## config.mk

```make
export PLATFORM = sky130hd
export DESIGN_NAME = hpn_slot_irq
export DESIGN_NICKNAME = d
export VERILOG_FILES = /design/src/rtl/hpn_pkg.sv /design/src/rtl/hpn_ctrl_reg.sv /design/src/rtl/hpn_status_reg.sv /design/src/rtl/hpn_notify.sv /design/src/rtl/hpn_slot_irq.sv
export SDC_FILE = /design/constraint.sdc
export NUM_CORES = 1
export LEC_CHECK = 0
export BUFFER_PORTS_ARGS = -buffer_cell sky130_fd_sc_hd__buf_2
export CELL_PAD_IN_SITES_DETAIL_PLACEMENT = 1
export CELL_PAD_IN_SITES_GLOBAL_PLACEMENT = 1
export CORE_UTILIZATION = 29
export CTS_BUF_LIST = sky130_fd_sc_hd__clkbuf_2
export DETAILED_ROUTE_END_ITERATION = 12
export PLACE_DENSITY = 0.84
export SYNTH_ARGS = -nofsm -noshare
export SYNTH_HDL_FRONTEND = slang
export SYNTH_SLANG_ARGS = --single-unit
```

## constraint.sdc

```tcl
create_clock -name clk_i -period 1.7 [get_ports clk_i]
set_input_delay 0.34 -clock clk_i [delete_from_list [all_inputs] [get_ports clk_i]]
set_output_delay 0.34 -clock clk_i [all_outputs]
set_load 0.1 [all_outputs]
```

## src/rtl/hpn_pkg.sv

```systemverilog
package hpn_pkg;
    localparam int unsigned REG_W = 16;

    typedef logic [REG_W-1:0] reg_word_t;

    typedef struct packed {
        logic cond;
        logic intx;
        logic msi;
    } notify_state_t;
endpackage

```

## src/rtl/hpn_ctrl_reg.sv

```systemverilog
module hpn_ctrl_reg
    import hpn_pkg::*;
#(
    parameter reg_word_t WR_MASK = 16'h013F
) (
    input  logic      clk_i,
    input  logic      rst_ni,
    input  logic      wr_i,
    input  reg_word_t wdata_i,
    output reg_word_t ctrl_d_o,
    output reg_word_t ctrl_q_o
);
    reg_word_t ctrl_d, ctrl_q;

    always_comb begin
        ctrl_d = ctrl_q;
        if (wr_i) begin
            ctrl_d = wdata_i & WR_MASK;
        end
    end

    always_ff @(posedge clk_i or negedge rst_ni) begin
        if (!rst_ni) begin
            ctrl_q <= '0;
        end else begin
            ctrl_q <= ctrl_d;
        end
    end

    assign ctrl_d_o = ctrl_d;
    assign ctrl_q_o = ctrl_q;
endmodule

```

## src/rtl/hpn_status_reg.sv

```systemverilog
module hpn_status_reg
    import hpn_pkg::*;
#(
    parameter reg_word_t EVT_MASK  = 16'h011F,
    parameter reg_word_t SRST_MASK = 16'h0019
) (
    input  logic      clk_i,
    input  logic      rst_ni,
    input  logic      clr_wr_i,
    input  reg_word_t clr_data_i,
    input  reg_word_t evt_i,
    input  logic      slot_rst_i,
    output reg_word_t stat_d_o,
    output reg_word_t stat_q_o
);
    reg_word_t stat_d, stat_q;
    reg_word_t bit_next;

    // One cell per position; unsupported positions are tied to zero.
    for (genvar b = 0; b < REG_W; b++) begin : g_bit
        if (EVT_MASK[b]) begin : g_live
            logic drop;
            always_comb begin
                drop = (clr_wr_i && clr_data_i[b]) || (slot_rst_i && SRST_MASK[b]);
                // A pulse in the same cycle overrides any clear.
                bit_next[b] = evt_i[b] || (stat_q[b] && !drop);
            end
        end else begin : g_tied
            assign bit_next[b] = 1'b0;
        end
    end

    always_comb begin
        stat_d = bit_next;
    end

    always_ff @(posedge clk_i or negedge rst_ni) begin
        if (!rst_ni) begin
            stat_q <= '0;
        end else begin
            stat_q <= stat_d;
        end
    end

    assign stat_d_o = stat_d;
    assign stat_q_o = stat_q;
endmodule

```

## src/rtl/hpn_notify.sv

```systemverilog
module hpn_notify
    import hpn_pkg::*;
#(
    parameter reg_word_t   EVT_MASK   = 16'h011F,
    parameter int unsigned MASTER_BIT = 5
) (
    input  logic      clk_i,
    input  logic      rst_ni,
    input  reg_word_t ctrl_next_i,
    input  reg_word_t stat_next_i,
    input  logic      msi_en_i,
    output logic      intx_o,
    output logic      msi_req_o
);
    notify_state_t st_d, st_q;
    logic          cond_next;

    always_comb begin
        cond_next = ctrl_next_i[MASTER_BIT]
                 && (|(ctrl_next_i & stat_next_i & EVT_MASK));
        st_d      = st_q;
        st_d.cond = cond_next;
        // The line follows the stored level only while MSI is off.
        st_d.intx = cond_next && !msi_en_i;
        // A request goes out only on a false-to-true change.
        st_d.msi  = msi_en_i && cond_next && !st_q.cond;
    end

    always_ff @(posedge clk_i or negedge rst_ni) begin
        if (!rst_ni) begin
            st_q <= '0;
        end else begin
            st_q <= st_d;
        end
    end

    assign intx_o    = st_q.intx;
    assign msi_req_o = st_q.msi;
endmodule

```

## src/rtl/hpn_slot_irq.sv

```systemverilog
module hpn_slot_irq
    import hpn_pkg::*;
#(
    parameter reg_word_t   EVT_MASK   = 16'h011F,
    parameter int unsigned MASTER_BIT = 5,
    parameter reg_word_t   SRST_MASK  = 16'h0019,
    localparam reg_word_t  CTRL_MASK  = EVT_MASK | (reg_word_t'(1) << MASTER_BIT)
) (
    input  logic        clk_i,
    input  logic        rst_ni,
    input  logic        cfg_wr_i,
    input  logic        cfg_sel_i,
    input  logic [15:0] cfg_wdata_i,
    input  logic [15:0] evt_i,
    input  logic        slot_rst_i,
    input  logic        msi_en_i,
    output logic [15:0] ctrl_o,
    output logic [15:0] status_o,
    output logic        intx_o,
    output logic        msi_req_o
);
    reg_word_t ctrl_next, ctrl_cur, stat_next, stat_cur;
    logic      wr_ctrl, wr_stat;

    always_comb begin
        wr_ctrl = cfg_wr_i && !cfg_sel_i;
        wr_stat = cfg_wr_i &&  cfg_sel_i;
    end

    hpn_ctrl_reg #(.WR_MASK(CTRL_MASK)) u_ctrl (
        .clk_i    (clk_i),
        .rst_ni   (rst_ni),
        .wr_i     (wr_ctrl),
        .wdata_i  (cfg_wdata_i),
        .ctrl_d_o (ctrl_next),
        .ctrl_q_o (ctrl_cur)
    );

    hpn_status_reg #(.EVT_MASK(EVT_MASK), .SRST_MASK(SRST_MASK)) u_stat (
        .clk_i      (clk_i),
        .rst_ni     (rst_ni),
        .clr_wr_i   (wr_stat),
        .clr_data_i (cfg_wdata_i),
        .evt_i      (evt_i),
        .slot_rst_i (slot_rst_i),
        .stat_d_o   (stat_next),
        .stat_q_o   (stat_cur)
    );

    hpn_notify #(.EVT_MASK(EVT_MASK), .MASTER_BIT(MASTER_BIT)) u_ntf (
        .clk_i       (clk_i),
        .rst_ni      (rst_ni),
        .ctrl_next_i (ctrl_next),
        .stat_next_i (stat_next),
        .msi_en_i    (msi_en_i),
        .intx_o      (intx_o),
        .msi_req_o   (msi_req_o)
    );

    assign ctrl_o   = ctrl_cur;
    assign status_o = stat_cur;
endmodule

```

### Word-level counts from Yosys, hierarchy flattened

Index checks and enable logic that the tools add are counted.
W data, S select, Z words.

| word-level totals | value |
|---|---|
| output and inout port bits | 34 |
| flip-flop bits (word level) | 25 |
| memories | 0 |
| word-level logic and storage cells | 44 |
| RAM bits | 0 |
| bits of input ports | 38 |
| latch bits | 0 |
| ROM bits | 0 |

| cells by class | value |
|---|---|
| order comparisons | 0 |
| reductions and logical operators | 37 |
| add/subtract/negate cells | 0 |
| eq/ne operators | 0 |
| divide/modulo/power cells | 0 |
| multiplexer cells | 1 |
| $mul | 0 |
| bitwise gates (word level) | 1 |
| shifts and indexed selects | 0 |

Operator list:

| operator | number |
|---|---|
| $logic_and A1 B1 Y1 | 18 |
| $mux W16 | 1 |
| $and A9 B9 Y9 | 1 |
| $logic_not A1 Y1 | 9 |
| $logic_or A1 B1 Y1 | 9 |
| $reduce_or A6 Y1 | 1 |

### Depth between registers and ports, before layout

| logic depth | value |
|---|---|
| depth in word-level cells | 11 |
| gate-level depth with buffers | 7 |
| gate-level depth less buffers | 5 |

### Modules after synthesis

Synthesis repeated with hierarchy kept, for this count alone.

| second synthesis, totals | value |
|---|---|
| cells, all modules | 87 |
| area total of the unflattened synthesis | 1,102.3 µm² |

Modules (own cells, without submodules):

| module | cells each | seq. area each (µm²) | area an instance (µm²) | instances |
|---|---|---|---|---|
| hpn_ctrl_reg | 34 | 400.4 | 565.5 | 1 |
| hpn_status_reg | 40 | 150.1 | 379.1 | 1 |
| hpn_notify | 11 | 75.1 | 141.4 | 1 |
| hpn_slot_irq | 2 | 0.0 | 16.3 | 1 |

### Least setup slack after synthesis

OpenSTA, ideal clock, no wires.

| timing path | value |
|---|---|
| kind | reg2reg |
| start point | register u_ctrl.ctrl_q[2], in the netlist u_ctrl.ctrl_q_o[2] |
| end point | register u_ntf.st_q, in the netlist u_ntf.msi_req_o |
| clock period less this slack | 1.672 ns |
| slack | 0.028 ns |
| stages on the path, launching flop included | 5 |
| path buffers | 0 |
| data arrival time | 1.584 ns |
| required time | 1.612 ns |
| library setup time | 0.088 ns |
| path through | dfrtp_1 > o21ai_0 > o22ai_1 > o31ai_2 > nor3b_1 |

RTL lines:

| what | line | RTL |
|---|---|---|
| start: declaration | hpn_ctrl_reg.sv:13 | `reg_word_t ctrl_d, ctrl_q;` |
| start signal: assignment | hpn_ctrl_reg.sv:26 | `ctrl_q <= ctrl_d;` |
| end signal: assignment | hpn_notify.sv:33 | `st_q <= st_d;` |
| end: declaration | hpn_notify.sv:15 | `notify_state_t st_d, st_q;` |

### Worst setup path after layout

| timing path | value |
|---|---|
| start point | register u_stat.stat_q[8], in the netlist u_stat.stat_q_o[8] |
| end point | output port status_o[8] |

RTL lines:

| what | line | RTL |
|---|---|---|
| start: declaration | hpn_status_reg.sv:16 | `reg_word_t stat_d, stat_q;` |
| start signal: assignment | hpn_status_reg.sv:41 | `stat_q <= stat_d;` |
| end: declaration | hpn_slot_irq.sv:18 | `output logic [15:0] status_o,` |

No word-level cell between the ends.

==> impl_metrics.py <==
metrics = {
    "synthesis": {
        "yosysWarnings": 0,
        "seq_area_frac_synth": 0.450,
        "synth_fa_ha_area_frac": 0,
        "synth-compound-area-share": 0.122,
        "synth_xor_area_frac": 0,
        "post_synth_and_or_nand_nor_area_fraction": 0.153,
        "number_of_flops_mapped_to_enable_cells_by_yosys": 0,
        "netlist_cell_types": 20,
        "synthesis.instances": 93,
        "syn_area_per_cell_sq_um": 9.57,
        "synth_top_family_by_area": "buffers and inverters",
        "syn-cell-area_sq_um": 890,
        "ys.flop_type": "dfrtp_1",
        "synth-async-reset-ratio": 1.00,
        "synth.ff_latch_count": 16,
        "synth.area.mux_share": 0.0338,
    },
    "pwr": {
        "vdd.ir_drop.worst_mv": 0.512,
        "power.clock.fraction": 0.134,
        "swShare": 0.548,
        "pwr_density_cell_mw_per_mm2": 1170,
        "combinationalPowerShare": 0.508,
        "p_sw_w": 0.000676,
        "finalPower_w": 0.00123,
        "total_leakage_power_nw": 0.577,
        "seq_power_share": 0.358,
        "internal_power_w": 0.000557,
    },
    "sta": {
        "finalHoldViolCount": 0,
        "fin_crit_ns": 1.46,
        "final-setup-viol-count": 0,
        "slew_viol_final": 0,
        "timing.final.ws_setup_ns": 0.240,
        "finClkSkew_ns": 0.00278,
        "unrepaired_setup_endpoints_after_global_routing": "false",
        "worst_hold_slack_after_final_layout_ns": 0.203,
        "period_share": 0.859,
        "totalNegativeSetupSlack_ns": 0,
        "fmax_ghz": 0.685,
    },
    "cts": {
        "htree_levels": 1,
        "cts.sinks": 16,
        "cts_resized": 0,
        "cts_buffers": 3,
        "clock_tree.buffer_depth": 2,
        "ctsRootBufferMaster": "clkbuf_2",
        "clock_latency_ns": 0.28,
        "cts_setup_buffers": 0,
        "clkTransAtPathRegs_ns": 0.14,
        "cts_tree": "done",
    },
    "layout": {
        "drive_above_1_share": 0.333,
        "design.final.nets": 171,
        "finalNonFillerCells": 163,
        "flow.area_growth_from_synthesis_pct": 18.6,
        "antennaDiodeCount": 0,
    },
    "routing": {
        "drt_wl_total_microns": 2000,
        "initialDrtViolationCount": 24,
        "met3WireLength_microns": 154,
        "wl_per_cell_microns": 12.2,
        "num_vias": 735,
        "wl_met1_microns": 841,
        "drt_pass1_iterations": 8,
        "route.detailed.vias_per_inst": 4.51,
        "detail-route-antenna-nets": 0,
        "met2RoutedLength_microns": 998,
        "remaining_drc_errors": 6,
        "route.top_layer_used": "met3",
    },
    "setup_path": {
        "critical_path.top_delay_family": "buffers and inverters",
        "startpoint_type": "flip-flop",
        "crit_path_cell_trace": "buf_2",
        "endpoint_arrival_time_on_the_critical_path_ns": 1.12,
        "required_ns": 1.36,
        "rrSetupSlack_ns": 0.38,
        "timing.reg2reg.worst_path_depth": 4,
        "crit_path_end_kind": "output pin",
        "cp.buffers_inverters": 1,
        "cp_max_fo": 3,
        "critical_path.reg2reg.startpoint": "u_stat.stat_q_o[4]$_DFF_PN0_",
        "crit_type": "flip-flop to output pin",
        "crit_path_top_delay_cell": "buf_2",
        "rr_endpoint": "u_ntf.msi_req_o$_DFF_PN0_",
        "cpPeakStageDelay_ns": 0.44,
    },
    "placed_design": {
        "global_placer_s_final_weighted_congestion": 0.731,
        "detailedPlace.worstSlack_ns": -0.0141,
        "placed_cells": 158,
        "port_buffers": 33,
        "post-dp-hpwl_microns": 1640,
    },
    "global_routing": {
        "grt_pass1_wl_microns": 3390,
        "maximum_number_of_pins_on_one_net_before_global_route_repair": 17,
        "first_global_vias": 718,
        "antenna_found_initial": 0,
        "grt_remaining_overflow": 0,
        "globalRouteTotalUtil": 0.135,
    },
    "floorplan": {
        "fp.dieH_microns": 57.4,
        "rows": 19,
        "dieWidth_microns": 57.4,
        "die-area_sq_mm": 0.00329,
        "floorplan.core_area_sq_mm": 0.00283,
        "boundaryPins": 72,
        "start_util": 0.314,
    },
    "status": {
        "failed_checks": "design-rule violations",
        "status": "finished, violations left",
    },
    "hold_path": {
        "worst_hold_endpoint": "u_ntf.intx_o$_DFF_PN0_",
        "min_delay_path_depth": 2,
        "timing.hold.worst.start": "msi_en_i",
        "min-delay-path-class": "primary input to flip-flop",
    },
    "run": {
        "drv_cap": 0,
    },
}
[layer usage]
layer,track usage,vias up
li1,-,349
met1,0.166,349
met2,0.228,37
met3,0.0454,0
met4,0.0314,0
met5,0,-
[area by class of cell]
type | instances | area, sq um
clock buffer | 3 | 15.0
multi-input combinational | 64 | 347
fill | 357 | 1770
timing repair buffer | 40 | 220
inverter | 8 | 30.0
clock inverter | 1 | 3.75
sequential | 16 | 400
tap | 31 | 38.8
[timing repair]
| item | CTS | global route |
|---|---|---|
| hold buffers | 1 | 0 |
| setup endpoints to repair | 0 | 0 |
| hold endpoints to repair | 16 | 0 |
[power by group through the flow]
stage / Combinational, W / Clock [W] / Sequential, W
after floorplan: 0.000298 / 0 / 0.000709
after global placement: 0.000618 / 0 / 0.000446
after detailed placement: 0.000627 / 0 / 0.000449
after CTS: 0.000629 / 0.000182 / 0.000442
after global routing: 0.000653 / 0.000202 / 0.000447
final: 0.000626 / 0.000165 / 0.000441
[metrics by stage]
step,util,cell area [sq um]
after floorplan,-,957
after global placement,0.363,1030
after detailed placement,0.363,1030
after CTS,0.373,1050
after global routing,0.373,1050
final,0.373,1050
[flip-flops by register name (all words and copies together) (netlist names)]
signal,count
u_ntf.intx_o,1
u_ctrl.ctrl_q_o,7
u_ntf.msi_req_o,1
u_stat.stat_q_o,6
u_ntf.st_q,1
[placed cells by master (no fill, tap or decap), types with 6 or more instances in the layout]
cell type  Yosys  final
buf_4         21      6
buf_2          0     33
inv_1          8      8
nand3_1        6      6
o22ai_1        6      6
dfrtp_1       16     16
nand2_1       12     12
conb_1         1     19
[synth_stat cells (2+ instances only)]
| master | instances | area share |
|---|---|---|
| a21o_1 | 3 | 0.025 |
| nand4b_1 | 2 | 0.020 |
| dfrtp_1 | 16 | 0.45 |
| nand2_1 | 12 | 0.051 |
| inv_1 | 8 | 0.034 |
| mux2i_1 | 3 | 0.034 |
| nor2_1 | 2 | 0.0084 |
| o21ai_0 | 2 | 0.011 |
| nand3_1 | 6 | 0.034 |
| buf_6 | 2 | 0.025 |
| o22ai_1 | 6 | 0.042 |
| a31oi_1 | 3 | 0.021 |
| buf_4 | 21 | 0.18 |
[how the worst max path moves through the flow]
stage                                  from                         to  slack (ns)  depth (start not counted)
3_3_place_gp                      cfg_sel_i  u_ntf.msi_req_o$_DFF_PN0_        0.01                          6
2_1_floorplan  u_ctrl.ctrl_q_o[2]$_DFF_PN0_  u_ntf.msi_req_o$_DFF_PN0_        0.03                          4
4_1_cts        u_stat.stat_q_o[8]$_DFF_PN0_                status_o[8]        0.21                          1
3_5_place_dp                      cfg_sel_i  u_ntf.msi_req_o$_DFF_PN0_       -0.01                          6
5_1_grt        u_ctrl.ctrl_q_o[8]$_DFF_PN0_                  ctrl_o[8]        0.15                          1
6_report       u_stat.stat_q_o[8]$_DFF_PN0_                status_o[8]        0.24                          1
[kinds of logic (layout without fill, tap and decap cells)]
family | count (synthesis) | after routing
muxes | 3 | 3
AOI/OAI and AO/OA | 16 | 16
buffers and inverters | 31 | 52
and+or+nand+nor | 26 | 26
other | 1 | 19
DFF | 16 | 16
Power figures use the tool's default switching activity.
